**config.mk**
```make
export PLATFORM = sky130hd
export DESIGN_NAME = qpc_counter
export DESIGN_NICKNAME = d
export VERILOG_FILES = /design/src/rtl/qpc_pkg.sv /design/src/rtl/qpc_edge_sync.sv /design/src/rtl/qpc_cond_decode.sv /design/src/rtl/qpc_flag_bank.sv /design/src/rtl/qpc_counter.sv
export SDC_FILE = /design/constraint.sdc
export NUM_CORES = 1
export LEC_CHECK = 0
export BUFFER_PORTS_ARGS = -buffer_cell sky130_fd_sc_hd__buf_4
export CAP_MARGIN = 5
export CORE_MARGIN = 5
export CORE_UTILIZATION = 43
export DETAILED_ROUTE_END_ITERATION = 6
export GPL_ROUTABILITY_DRIVEN = 0
export PLACE_DENSITY = 0.8
export RECOVER_POWER = 25
export SLEW_MARGIN = 20
export SYNTH_ARGS = -nofsm -noshare
export SYNTH_HDL_FRONTEND = slang
export SYNTH_SLANG_ARGS = --single-unit
```
**constraint.sdc**
```tcl
create_clock -name clk -period 4.8 [get_ports clk]
set_input_delay 0.24 -clock clk [delete_from_list [all_inputs] [get_ports clk]]
set_output_delay 0.24 -clock clk [all_outputs]
set_load 0.005 [all_outputs]
```
**src/rtl/qpc_pkg.sv**
```systemverilog
package qpc_pkg;
  localparam int N_COND = 8;
  localparam int N_HALF = N_COND / 2;
  localparam int N_FLAG = 4;

  localparam int F_CAP = 0;
  localparam int F_MAT = 1;
  localparam int F_OVF = 2;
  localparam int F_UDF = 3;

  // condition indices, increment half first
  localparam int C_AR_BL = 0;
  localparam int C_BR_AH = 1;
  localparam int C_AF_BH = 2;
  localparam int C_BF_AL = 3;
  localparam int C_AR_BH = 4;
  localparam int C_BF_AH = 5;
  localparam int C_AF_BL = 6;
  localparam int C_BR_AL = 7;

  typedef enum logic [1:0] {
    CLR_NONE       = 2'd0,
    CLR_ON_MATCH   = 2'd1,
    CLR_ON_CAPTURE = 2'd2,
    CLR_RSVD       = 2'd3
  } clr_mode_e;
endpackage

```
**src/rtl/qpc_edge_sync.sv**
```systemverilog
module qpc_edge_sync #(
  parameter int STAGES = 2
) (
  input  logic clk,
  input  logic rst,
  input  logic din,
  output logic level,
  output logic chg
);
  logic [STAGES:0] chain;
  logic            prev;

  assign chain[0] = din;

  always_ff @(posedge clk) begin
    if (rst) begin
      chain[STAGES:1] <= '0;
      prev            <= 1'b0;
    end else begin
      chain[STAGES:1] <= chain[STAGES-1:0];
      prev            <= chain[STAGES];
    end
  end

  assign level = chain[STAGES];
  assign chg   = chain[STAGES] ^ prev;

  // a reported change must come from the last synchroniser stage having moved
  p_chg_from_stage_r1: assert property (@(posedge clk) disable iff (rst)
    chg |-> (level != $past(level)));
endmodule

```
**src/rtl/qpc_cond_decode.sv**
```systemverilog
module qpc_cond_decode
  import qpc_pkg::*;
(
  input  logic              a_lvl,
  input  logic              a_chg,
  input  logic              b_lvl,
  input  logic              b_chg,
  input  logic [N_COND-1:0] mask,
  output logic              step_up,
  output logic              step_dn
);
  logic              a_rise, a_fall, b_rise, b_fall, clash;
  logic [N_COND-1:0] hit, act;

  assign a_rise = a_chg &  a_lvl;
  assign a_fall = a_chg & ~a_lvl;
  assign b_rise = b_chg &  b_lvl;
  assign b_fall = b_chg & ~b_lvl;
  assign clash  = a_chg & b_chg;

  always_comb begin
    hit          = '0;
    hit[C_AR_BL] = a_rise & ~b_lvl;
    hit[C_BR_AH] = b_rise &  a_lvl;
    hit[C_AF_BH] = a_fall &  b_lvl;
    hit[C_BF_AL] = b_fall & ~a_lvl;
    hit[C_AR_BH] = a_rise &  b_lvl;
    hit[C_BF_AH] = b_fall &  a_lvl;
    hit[C_AF_BL] = a_fall & ~b_lvl;
    hit[C_BR_AL] = b_rise & ~a_lvl;
  end

  assign act     = clash ? '0 : (hit & mask);
  assign step_up = |act[N_HALF-1:0];
  assign step_dn = |act[N_COND-1:N_HALF];

  always_comb begin
    // directions are exclusive
    p_up_dn_excl_r3: assert (!(step_up && step_dn));
    // a clash of both inputs never yields a step
    p_clash_silent_r5: assert (!(a_chg && b_chg) || !(step_up || step_dn));
  end
endmodule

```
**src/rtl/qpc_flag_bank.sv**
```systemverilog
module qpc_flag_bank #(
  parameter int N = 4
) (
  input  logic         clk,
  input  logic         rst,
  input  logic [N-1:0] set_i,
  input  logic [N-1:0] clr_i,
  input  logic [N-1:0] en_i,
  output logic [N-1:0] flag_o,
  output logic         irq_o
);
  logic [N-1:0] flag_r;

  always_ff @(posedge clk) begin
    if (rst) begin
      flag_r <= '0;
      irq_o  <= 1'b0;
    end else begin
      flag_r <= set_i | (flag_r & ~clr_i);
      irq_o  <= |(flag_r & en_i);
    end
  end

  assign flag_o = flag_r;

  generate
    for (genvar i = 0; i < N; i++) begin : g_chk
      // sticky until written with 1
      p_sticky_r8: assert property (@(posedge clk) disable iff (rst)
        (flag_r[i] && !clr_i[i]) |=> flag_r[i]);
    end
  endgenerate

  // interrupt only follows an enabled flag
  p_irq_source_r12: assert property (@(posedge clk) disable iff (rst)
    irq_o |-> $past(|(flag_r & en_i)));
endmodule

```
**src/rtl/qpc_counter.sv**
```systemverilog
module qpc_counter
  import qpc_pkg::*;
#(
  parameter int CNT_W       = 16,
  parameter int SYNC_STAGES = 2
) (
  input  logic              clk,
  input  logic              rst,
  input  logic              phase_a,
  input  logic              phase_b,
  input  logic              cap_in,
  input  logic              cap_fall_sel,
  input  logic              run_en,
  input  logic [N_COND-1:0] cond_mask,
  input  logic [1:0]        clr_sel,
  input  logic              cnt_wr,
  input  logic [CNT_W-1:0]  cnt_wdata,
  input  logic [CNT_W-1:0]  cmp_val,
  input  logic [N_FLAG-1:0] flag_clr,
  input  logic [N_FLAG-1:0] irq_en,
  output logic [CNT_W-1:0]  cnt_q,
  output logic [CNT_W-1:0]  cap_q,
  output logic [N_FLAG-1:0] flag_q,
  output logic              irq
);
  localparam logic [CNT_W-1:0] CNT_MAX = '1;
  localparam logic [CNT_W-1:0] CNT_MIN = '0;
  localparam logic [CNT_W-1:0] CNT_ONE = {{(CNT_W-1){1'b0}}, 1'b1};

  logic a_lvl, a_chg, b_lvl, b_chg, c_lvl, c_chg;
  logic step_up, step_dn;

  qpc_edge_sync #(.STAGES(SYNC_STAGES)) u_sync_a (
    .clk(clk), .rst(rst), .din(phase_a), .level(a_lvl), .chg(a_chg));
  qpc_edge_sync #(.STAGES(SYNC_STAGES)) u_sync_b (
    .clk(clk), .rst(rst), .din(phase_b), .level(b_lvl), .chg(b_chg));
  qpc_edge_sync #(.STAGES(SYNC_STAGES)) u_sync_c (
    .clk(clk), .rst(rst), .din(cap_in), .level(c_lvl), .chg(c_chg));

  qpc_cond_decode u_dec (
    .a_lvl(a_lvl), .a_chg(a_chg), .b_lvl(b_lvl), .b_chg(b_chg),
    .mask(cond_mask), .step_up(step_up), .step_dn(step_dn));

  clr_mode_e        mode;
  logic             cap_evt, cap_clr, do_step;
  logic             match_hit, ovf_hit, udf_hit;
  logic [CNT_W-1:0] cnt_r, cap_r, stepped;
  logic [N_FLAG-1:0] fset;

  assign mode    = clr_mode_e'(clr_sel);
  assign cap_evt = c_chg & (c_lvl ^ cap_fall_sel);
  assign cap_clr = cap_evt && (mode == CLR_ON_CAPTURE);
  assign do_step = run_en && (step_up || step_dn) && !cnt_wr && !cap_clr;
  assign stepped = step_up ? (cnt_r + CNT_ONE) : (cnt_r - CNT_ONE);

  assign match_hit = do_step && (stepped == cmp_val);
  assign ovf_hit   = do_step && step_up && (cnt_r == CNT_MAX);
  assign udf_hit   = do_step && step_dn && (cnt_r == CNT_MIN);

  always_ff @(posedge clk) begin
    if (rst) begin
      cnt_r <= '0;
    end else if (cnt_wr) begin
      cnt_r <= cnt_wdata;
    end else if (cap_clr) begin
      cnt_r <= '0;
    end else if (do_step) begin
      cnt_r <= (match_hit && (mode == CLR_ON_MATCH)) ? '0 : stepped;
    end
  end

  always_ff @(posedge clk) begin
    if (rst)          cap_r <= '0;
    else if (cap_evt) cap_r <= cnt_r;
  end

  always_comb begin
    fset        = '0;
    fset[F_CAP] = cap_evt;
    fset[F_MAT] = match_hit;
    fset[F_OVF] = ovf_hit;
    fset[F_UDF] = udf_hit;
  end

  qpc_flag_bank #(.N(N_FLAG)) u_flags (
    .clk(clk), .rst(rst), .set_i(fset), .clr_i(flag_clr), .en_i(irq_en),
    .flag_o(flag_q), .irq_o(irq));

  assign cnt_q = cnt_r;
  assign cap_q = cap_r;

  // stopped counter holds
  p_hold_stopped_r6: assert property (@(posedge clk) disable iff (rst)
    (!run_en && !cnt_wr && !cap_clr) |=> $stable(cnt_q));
  // load lands next cycle
  p_load_r7: assert property (@(posedge clk) disable iff (rst)
    cnt_wr |=> (cnt_q == $past(cnt_wdata)));
  // overflow flag accompanies a zero count
  p_ovf_wrap_r8: assert property (@(posedge clk) disable iff (rst)
    $rose(flag_q[F_OVF]) |-> (cnt_q == CNT_MIN));
  // underflow flag accompanies an all-ones count
  p_udf_wrap_r9: assert property (@(posedge clk) disable iff (rst)
    ($rose(flag_q[F_UDF]) && ($past(clr_sel) != 2'd1)) |-> (cnt_q == CNT_MAX));
  // match-clear mode leaves zero
  p_match_clear_r10: assert property (@(posedge clk) disable iff (rst)
    ($rose(flag_q[F_MAT]) && ($past(clr_sel) == 2'd1)) |-> (cnt_q == CNT_MIN));
  // capture-clear mode leaves zero unless a load won
  p_cap_clear_r11: assert property (@(posedge clk) disable iff (rst)
    ($rose(flag_q[F_CAP]) && ($past(clr_sel) == 2'd2) && !$past(cnt_wr))
      |-> (cnt_q == CNT_MIN));
endmodule

```
==> results of run 1 <==
==> kinds of logic after synthesis <==
family,Yosys count,share of synthesized area (%)
XOR/XNOR,28,7.98
buffers and inverters,31,4.01
AO/OA/AOI/OAI,98,22.5
flip-flops,46,28.4
multiplexers,22,6.83
AND/OR/NAND/NOR,145,22.8
adder cells (fa/ha/maj),19,7.56
==> area by class of cell <==
type / instances / area (sq um) / share of cell area, %
sequential: 46 / 921 / 22.4
tap: 99 / 124 / 3.01
timing repair buffer: 97 / 724 / 17.6
multi-input combinational: 312 / 2200 / 53.5
inverter: 14 / 52.6 / 1.28
clock buffer: 5 / 68.8 / 1.67
clock inverter: 3 / 21.3 / 0.518
==> worst register-to-register path: cells and delay by family (launching register included) <==
kind                     cells  cell delay [ps]
AO/OA/AOI/OAI                7             1570
AND/OR/NAND/NOR              4              790
flip-flops                   1              430
adder cells (fa/ha/maj)      2              650
XOR/XNOR                     1              200
buffers and inverters        2              560
==> per-stage QoR <==
stage / power (W) / instance area [sq um] / setup WS (ps)
finish: 0.00130 / 4110 / 497
global route: 0.00138 / 4110 / 145
CTS: 0.00130 / 4110 / 417
detailed placement: 0.00106 / 4020 / 422
global placement: 0.00105 / 4020 / 599
floorplan: 0.000884 / 3240 / 1040
==> report_power, final <==
group	internal [W]	total, W	switching, W
logic	0.000278	0.000613	0.000335
clock network	0.000102	0.000235	0.000133
registers	0.000405	0.000451	0.0000458
total	0.000786	0.00130	0.000514
==> metal layers <==
| metal | vias to the layer above | global-route usage (%) | share of wire (%) |
|---|---|---|---|
| li1 | 1586 | - | - |
| met1 | 1551 | 24.6 | 42 |
| met2 | 150 | 34.5 | 47 |
| met3 | 18 | 4.75 | 9.2 |
| met4 | 0 | 6.05 | 2.0 |
| met5 | - | 0 | 0 |
==> layout by cell type, fill, tap and decap left out, types with 4 or more instances in the layout <==
cell type / netlist / layout
ha_1: 18 / 18
a21oi_1: 21 / 20
nor3_1: 4 / 4
o21a_1: 6 / 6
inv_1: 14 / 13
xnor2_1: 18 / 18
dfxtp_1: 46 / 46
clkbuf_4: 0 / 10
nand4_1: 8 / 8
o21ai_0: 9 / 9
nand2b_1: 7 / 7
nand2_1: 38 / 38
clkbuf_8: 0 / 5
buf_4: 0 / 86
nand3_1: 16 / 16
o21ai_2: 11 / 11
and3_1: 4 / 4
mux2i_1: 21 / 21
xor2_1: 9 / 9
a21oi_2: 3 / 4
nor2_1: 36 / 36
o211ai_1: 4 / 4
nor2b_1: 11 / 11
o31ai_1: 5 / 5
nor4_1: 6 / 6
or4_1: 4 / 4
==> worst paths after layout <==
check                                    to  depth (start not counted)
setup / recovery     cnt_q[13]$_SDFFE_PP0P_                         16
hold / removal       cnt_q[10]$_SDFFE_PP0P_                          3
setup reg to reg     cnt_q[13]$_SDFFE_PP0P_                         16
hold reg to reg   u_sync_c.level$_SDFF_PP0_                          1
==> cells in the mapped netlist (2+ instances only) <==
master,count,share of area [%]
clkbuf_1,9,1.0
nand2_1,38,4.4
xor2_1,9,2.4
or3_1,3,0.58
a211oi_2,2,0.77
a21boi_1,3,0.69
and3_1,4,0.77
nor3_1,4,0.62
nor2b_1,11,2.1
a21oi_2,3,0.81
a311oi_1,2,0.54
nor2_1,36,4.2
nand2b_1,7,1.3
o211ai_1,4,0.93
a32oi_1,3,0.81
o21ai_1,3,0.46
nand3_1,16,2.5
nand4_1,8,1.5
o21ai_0,9,1.4
a211oi_1,3,0.69
o21ai_2,11,3.0
o21a_1,6,1.4
nor4_2,2,0.77
inv_1,14,1.6
buf_1,2,0.23
dfxtp_1,46,28
buf_2,5,0.77
nor4_1,6,1.2
a22oi_1,2,0.46
a21o_1,3,0.69
or4_1,4,0.93
o21bai_1,3,0.69
mux2i_1,21,6.5
and4_1,3,0.81
a21oi_1,21,3.2
ha_1,18,6.9
o31ai_1,5,1.2
xnor2_1,18,4.9
o22ai_1,2,0.39
==> repair_timing <==
item | in CTS | in global routing
resized for setup | 0 | 1
hold buffers | 0 | 0
hold endpoints to repair | 0 | 0
setup endpoints to repair | 0 | 4
==> results.sh, run 1 <==
export IMPL_root_buffer="clkbuf_8"
export IMPL_yosysWarningCount=0
export IMPL_drtPass1Iterations=5
export IMPL_num_fill_cells=702
export IMPL_ys_seq_area_share_pct=28.4
export IMPL_period_share_pct=89.6
export IMPL_synth_nets=466
export IMPL_ys_ff_latch=46
export IMPL_worst_path_max_fanout=16
export IMPL_ios=95
export IMPL_startpoint_type="flip-flop"
export IMPL_grt_max_degree=39
export IMPL_pwr_density_cell_mw_per_mm2=316
export IMPL_worst_path_buf_inv=2
export IMPL_synth_async_sr_flop_share_pct=0
export IMPL_design_die_area_sq_mm=0.00938
export IMPL_status="finished, violations left"
export IMPL_min_from="cnt_wdata[10]"
export IMPL_drive_gt1_share_pct=27.5
export IMPL_rsz0062_at_grt="no"
export IMPL_leakagePower_nw=1.81
export IMPL_slowest_delay_ps=450
export IMPL_portBuffers=94
export IMPL_vias=3305
export IMPL_drc=0
export IMPL_fin_crit_ps=4300
export IMPL_fin_hold_ws_ps=139
export IMPL_place_hpwl_microns=7760
export IMPL_crit_slowest_cell="ha_1"
export IMPL_antenna_found_initial=0
export IMPL_vdd_drop_max_v=0.000141
export IMPL_ff2ff_setup_slack_ps=500
export IMPL_clockBufferDepth=2
export IMPL_antenna_cells=0
export IMPL_critical_path_top_delay_family="compound AO/OA/AOI/OAI gates"
export IMPL_vias_per_cell=5.74
export IMPL_slew_viol_final=39
export IMPL_area_delta_synth_final_pct=26.6
export IMPL_critPathKind="flip-flop to flip-flop"
export IMPL_grt_pass1_vias=3204
export IMPL_netlist_instances=389
export IMPL_drt_total_wl_microns=9790
export IMPL_hold_path_class="primary input to flip-flop"
export IMPL_worst_pin_slew_ps=1540
export IMPL_tns_ps=0
export IMPL_worstPathArrival_ps=4480
export IMPL_grt_pass1_wl_microns=15600
export IMPL_die_w_microns=96.9
export IMPL_hold_viol=0
export IMPL_chipHeight_microns=96.9
export IMPL_cap_viol_max_count=1
export IMPL_clk_pin_slew_ps=90
export IMPL_drt_antenna_violating_nets=0
export IMPL_grt_overflow_total=0
export IMPL_h_tree_depth=2
export IMPL_post_cts_buffers=0
export IMPL_rows=31
export IMPL_drtIter0Drc=202
export IMPL_finalSetupViolations=0
export IMPL_skew_ps=5.59
export IMPL_synthDistinctLibCells=59
export IMPL_nets=553
export IMPL_synth_avg_cell_area_sq_um=8.34
export IMPL_start_util_pct=44.5
export IMPL_fmax_ghz=0.232
export IMPL_tritoncts="done"
export IMPL_slew_headroom_pct=-2.66
export IMPL_synth_edff_count=0
export IMPL_dp_cells=568
export IMPL_violations="capacitance limit, slew limit"
export IMPL_stdcell_count=576
export IMPL_netlist_area_sq_mm=0.00324
export IMPL_numClockSinks=46
export IMPL_cts_buffers=5
export IMPL_wl_per_cell_microns=17.0
export IMPL_required_ps=4980
export IMPL_grt_total_usage_pct=20.0
export IMPL_coreArea_sq_mm=0.00729
export IMPL_r2r_start="u_sync_a.level$_SDFF_PP0_"
export IMPL_path_cells="ha_1 > nand2_1 > o21ai_0 > nor2_1 > nor2_1 > inv_2 > ha_1 > o211a_1 > a21bo_4 > a211oi_2 > a2111oi_1 > o221ai_1 > xor2_1 > nor4_4 > buf_4 > o31ai_1"
export IMPL_yosys_most_used_dff="dfxtp_1"
export IMPL_clock_latency_ps=300
export IMPL_end_kind="flip-flop"
export IMPL_finish_utilization_pct=56.3
export IMPL_crit_path_start="u_sync_a.level$_SDFF_PP0_"
No activity file was read; power rests on OpenSTA's default activity.
==> inputs of run 2 (changes only) <==
- ABC_AREA: not set -> 1
- PLACE_DENSITY: 0.8 -> 0.79
==> run 2 against run 1 <==
Compared with the run above:
- the run now ends clean
- synthesized cell count up 42%
- worst hold slack better by 3.6 ps
- power down 0.31%
- clock power down 6%
- global-route usage up 0.18 points
- area after synthesis up 9.3%
- critical path type unchanged
- largest power group unchanged
==> results.sh, run 2 <==
export IMPL_grt_pass1_wl_microns=16800
export IMPL_synth_avg_cell_area_sq_um=6.44
export IMPL_skew_ps=3.64
export IMPL_synth_commonest_cells="nand2_1 (131), nor2_1 (70), inv_1 (62)"
export IMPL_multiInputGateArea_sq_mm=0.00226
export IMPL_leakagePower_nw=2.24
export IMPL_worstPathArrival_ps=3860
export IMPL_drive_gt1_share_pct=25.5
export IMPL_numClockSinks=46
export IMPL_drtIter0Drc=248
export IMPL_ys_ff_latch=46
export IMPL_ctsHoldBuffers=0
export IMPL_coreArea_sq_mm=0.00813
export IMPL_layout_common_cells="nand2_1 (131), buf_4 (83), nor2_1 (70)"
export IMPL_place_hpwl_microns=8480
export IMPL_yosysWarningCount=0
export IMPL_rows=33
export IMPL_period_share_pct=76.6
export IMPL_power_internal_w=0.000753
export IMPL_yosysTopAreaCell="dfxtp_1"
export IMPL_crit_slowest_cell="dfxtp_1"
export IMPL_nets=715
export IMPL_design_die_area_sq_mm=0.0102
export IMPL_vdd_drop_max_v=0.000143
export IMPL_comb_power_share_pct=48.0
export IMPL_ios=95
export IMPL_worst_path_max_fanout=18
export IMPL_power_w=0.00130
export IMPL_hold_path_class="primary input to flip-flop"
export IMPL_antenna_found_initial=0
export IMPL_synth_edff_count=0
export IMPL_cap_viol_max_count=0
export IMPL_clkPwrFrac_pct=17.1
export IMPL_clock_latency_ps=290
export IMPL_vias_per_cell=5.30
export IMPL_hold_viol=0
export IMPL_area_delta_synth_final_pct=22.9
export IMPL_root_buffer="clkbuf_8"
export IMPL_yosysTopAreaCellShare_pct=26.0
export IMPL_post_cts_buffers=0
export IMPL_seqCellArea_sq_um=921
export IMPL_start_util_pct=43.6
export IMPL_h_tree_depth=2
export IMPL_worstHoldPathCells=3
export IMPL_drt_total_wl_microns=10600
export IMPL_wl_per_cell_microns=14.3
export IMPL_slew_headroom_pct=48.6
export IMPL_num_fill_cells=787
export IMPL_die_w_microns=101
export IMPL_switching_share_pct=41.9
export IMPL_cpMostUsedCell="nand2_1"
export IMPL_finish_utilization_pct=53.6
export IMPL_fmax_ghz=0.272
export IMPL_yosys_most_used_dff="dfxtp_1"
export IMPL_synth_async_sr_flop_share_pct=0
export IMPL_fin_crit_ps=3670
export IMPL_grt_total_usage_pct=20.2
export IMPL_tns_ps=0
export IMPL_grt_max_degree=33
export IMPL_drtPass1Iterations=5
export IMPL_end_kind="flip-flop"
export IMPL_grt_overflow_total=0
export IMPL_drc=0
export IMPL_startpoint_type="flip-flop"
export IMPL_chipHeight_microns=101
export IMPL_synthDistinctLibCells=38
export IMPL_synth_most_common_cell="nand2_1"
export IMPL_drt_antenna_violating_nets=0
export IMPL_cts_resized=0
export IMPL_netlist_area_sq_mm=0.00355
export IMPL_tritoncts="done"
export IMPL_ys_seq_area_share_pct=26.0
export IMPL_slowest_delay_ps=430
export IMPL_critPathKind="flip-flop to flip-flop"
export IMPL_synth_nets=628
export IMPL_rsz0062_at_grt="no"
export IMPL_required_ps=4990
export IMPL_layout_commonest_cell="nand2_1"
export IMPL_switching_power_w=0.000542
export IMPL_worst_pin_slew_ps=770
export IMPL_pwr_density_cell_mw_per_mm2=297
export IMPL_slew_viol_final=0
export IMPL_status="finished, final reports clean"
export IMPL_clk_pin_slew_ps=80
export IMPL_synth_area_leaders="dfxtp_1 (26%), nand2_1 (14%), nor2_1 (7.4%)"
export IMPL_finalSetupViolations=0
export IMPL_r2r_cells=25
export IMPL_antenna_cells=0
export IMPL_clockBufferDepth=2
export IMPL_cts_buffers=5
export IMPL_portBuffers=94
export IMPL_grt_pass1_vias=3646
export IMPL_vias=3936
export IMPL_netlist_instances=551
export IMPL_seq_power_share_pct=35.0
-- run 2: cell count changes in the layout (fill, tap and decap cells not counted), sizes merged, moves of 11 or more --
cell	delta
nand2	+120
inv	+57
nor2	+43
a21oi	+31
nand3	+25
mux2i	-21
xnor2	-17
nor2b	-11
o21ai	+11
-- run 2: layout make-up --
type | instances | area share [%]
Clock buffer | 5 | 1.58
Clock inverter | 2 | 0.230
Inverter | 72 | 6.20
Multi-Input combinational cell | 419 | 51.8
Sequential cell | 46 | 21.1
Tap cell | 105 | 3.02
Timing Repair Buffer | 94 | 16.0
-- run 2: cell families after synthesis --
kind of cell,count (synthesis),share of synthesized area (%)
adders and majority gates,19,6.92
xor gates and xnor gates,3,0.741
and+or+nand+nor,304,41.2
AOI/OAI and AO/OA,93,14.7
buffers and inverters,86,10.4
DFF,46,26.0
-- run 2: power groups by stage --
stage	clock network, W	logic (W)	registers [W]
after floorplan	0	0.000444	0.000447
after global placement	0	0.000595	0.000459
after detailed placement	0	0.000614	0.000460
after CTS	0.000222	0.000618	0.000451
after global routing	0.000238	0.000696	0.000456
final	0.000221	0.000621	0.000453
-- run 2: worst paths after layout --
check / slack [ps] / startpoint / end
max: 1130 / u_sync_b.level$_SDFF_PP0_ / cnt_q[1]$_SDFFE_PP0P_
min: 140 / cap_in / u_sync_c.chain[1]$_SDFF_PP0_
min reg2reg: 410 / u_sync_c.chain[1]$_SDFF_PP0_ / u_sync_c.level$_SDFF_PP0_
max reg2reg: 1130 / u_sync_b.level$_SDFF_PP0_ / cnt_q[1]$_SDFFE_PP0P_
-- run 2: critical path, delay by kind of cell, from the launching register on --
family | cells | cell delay, ps
AND/OR/NAND/NOR | 19 | 2140
adder cells (fa/ha/maj) | 2 | 620
flip-flops | 1 | 430
buffers and inverters | 3 | 290
AO/OA/AOI/OAI | 1 | 70
-- run 2: metal layers --
layer  vias to the layer above  global-route usage [%]  routed length [microns]
met5                         -                       0                        0
met1                      1774                    26.4                     4470
li1                       1953                       -                        -
met4                         0                    7.46                      291
met2                       187                    33.7                     4890
met3                        22                    2.77                      972
-- run 2: through the flow --
stage,hold slack (ps),setup slack (ps),instance area (sq um),std cells
3_3_place_gp,401,1390,4290,736
4_1_cts,143,1160,4360,743
5_1_grt,148,841,4360,743
2_1_floorplan,309,1760,3550,551
6_report,143,1130,4360,743
3_5_place_dp,398,1190,4290,736
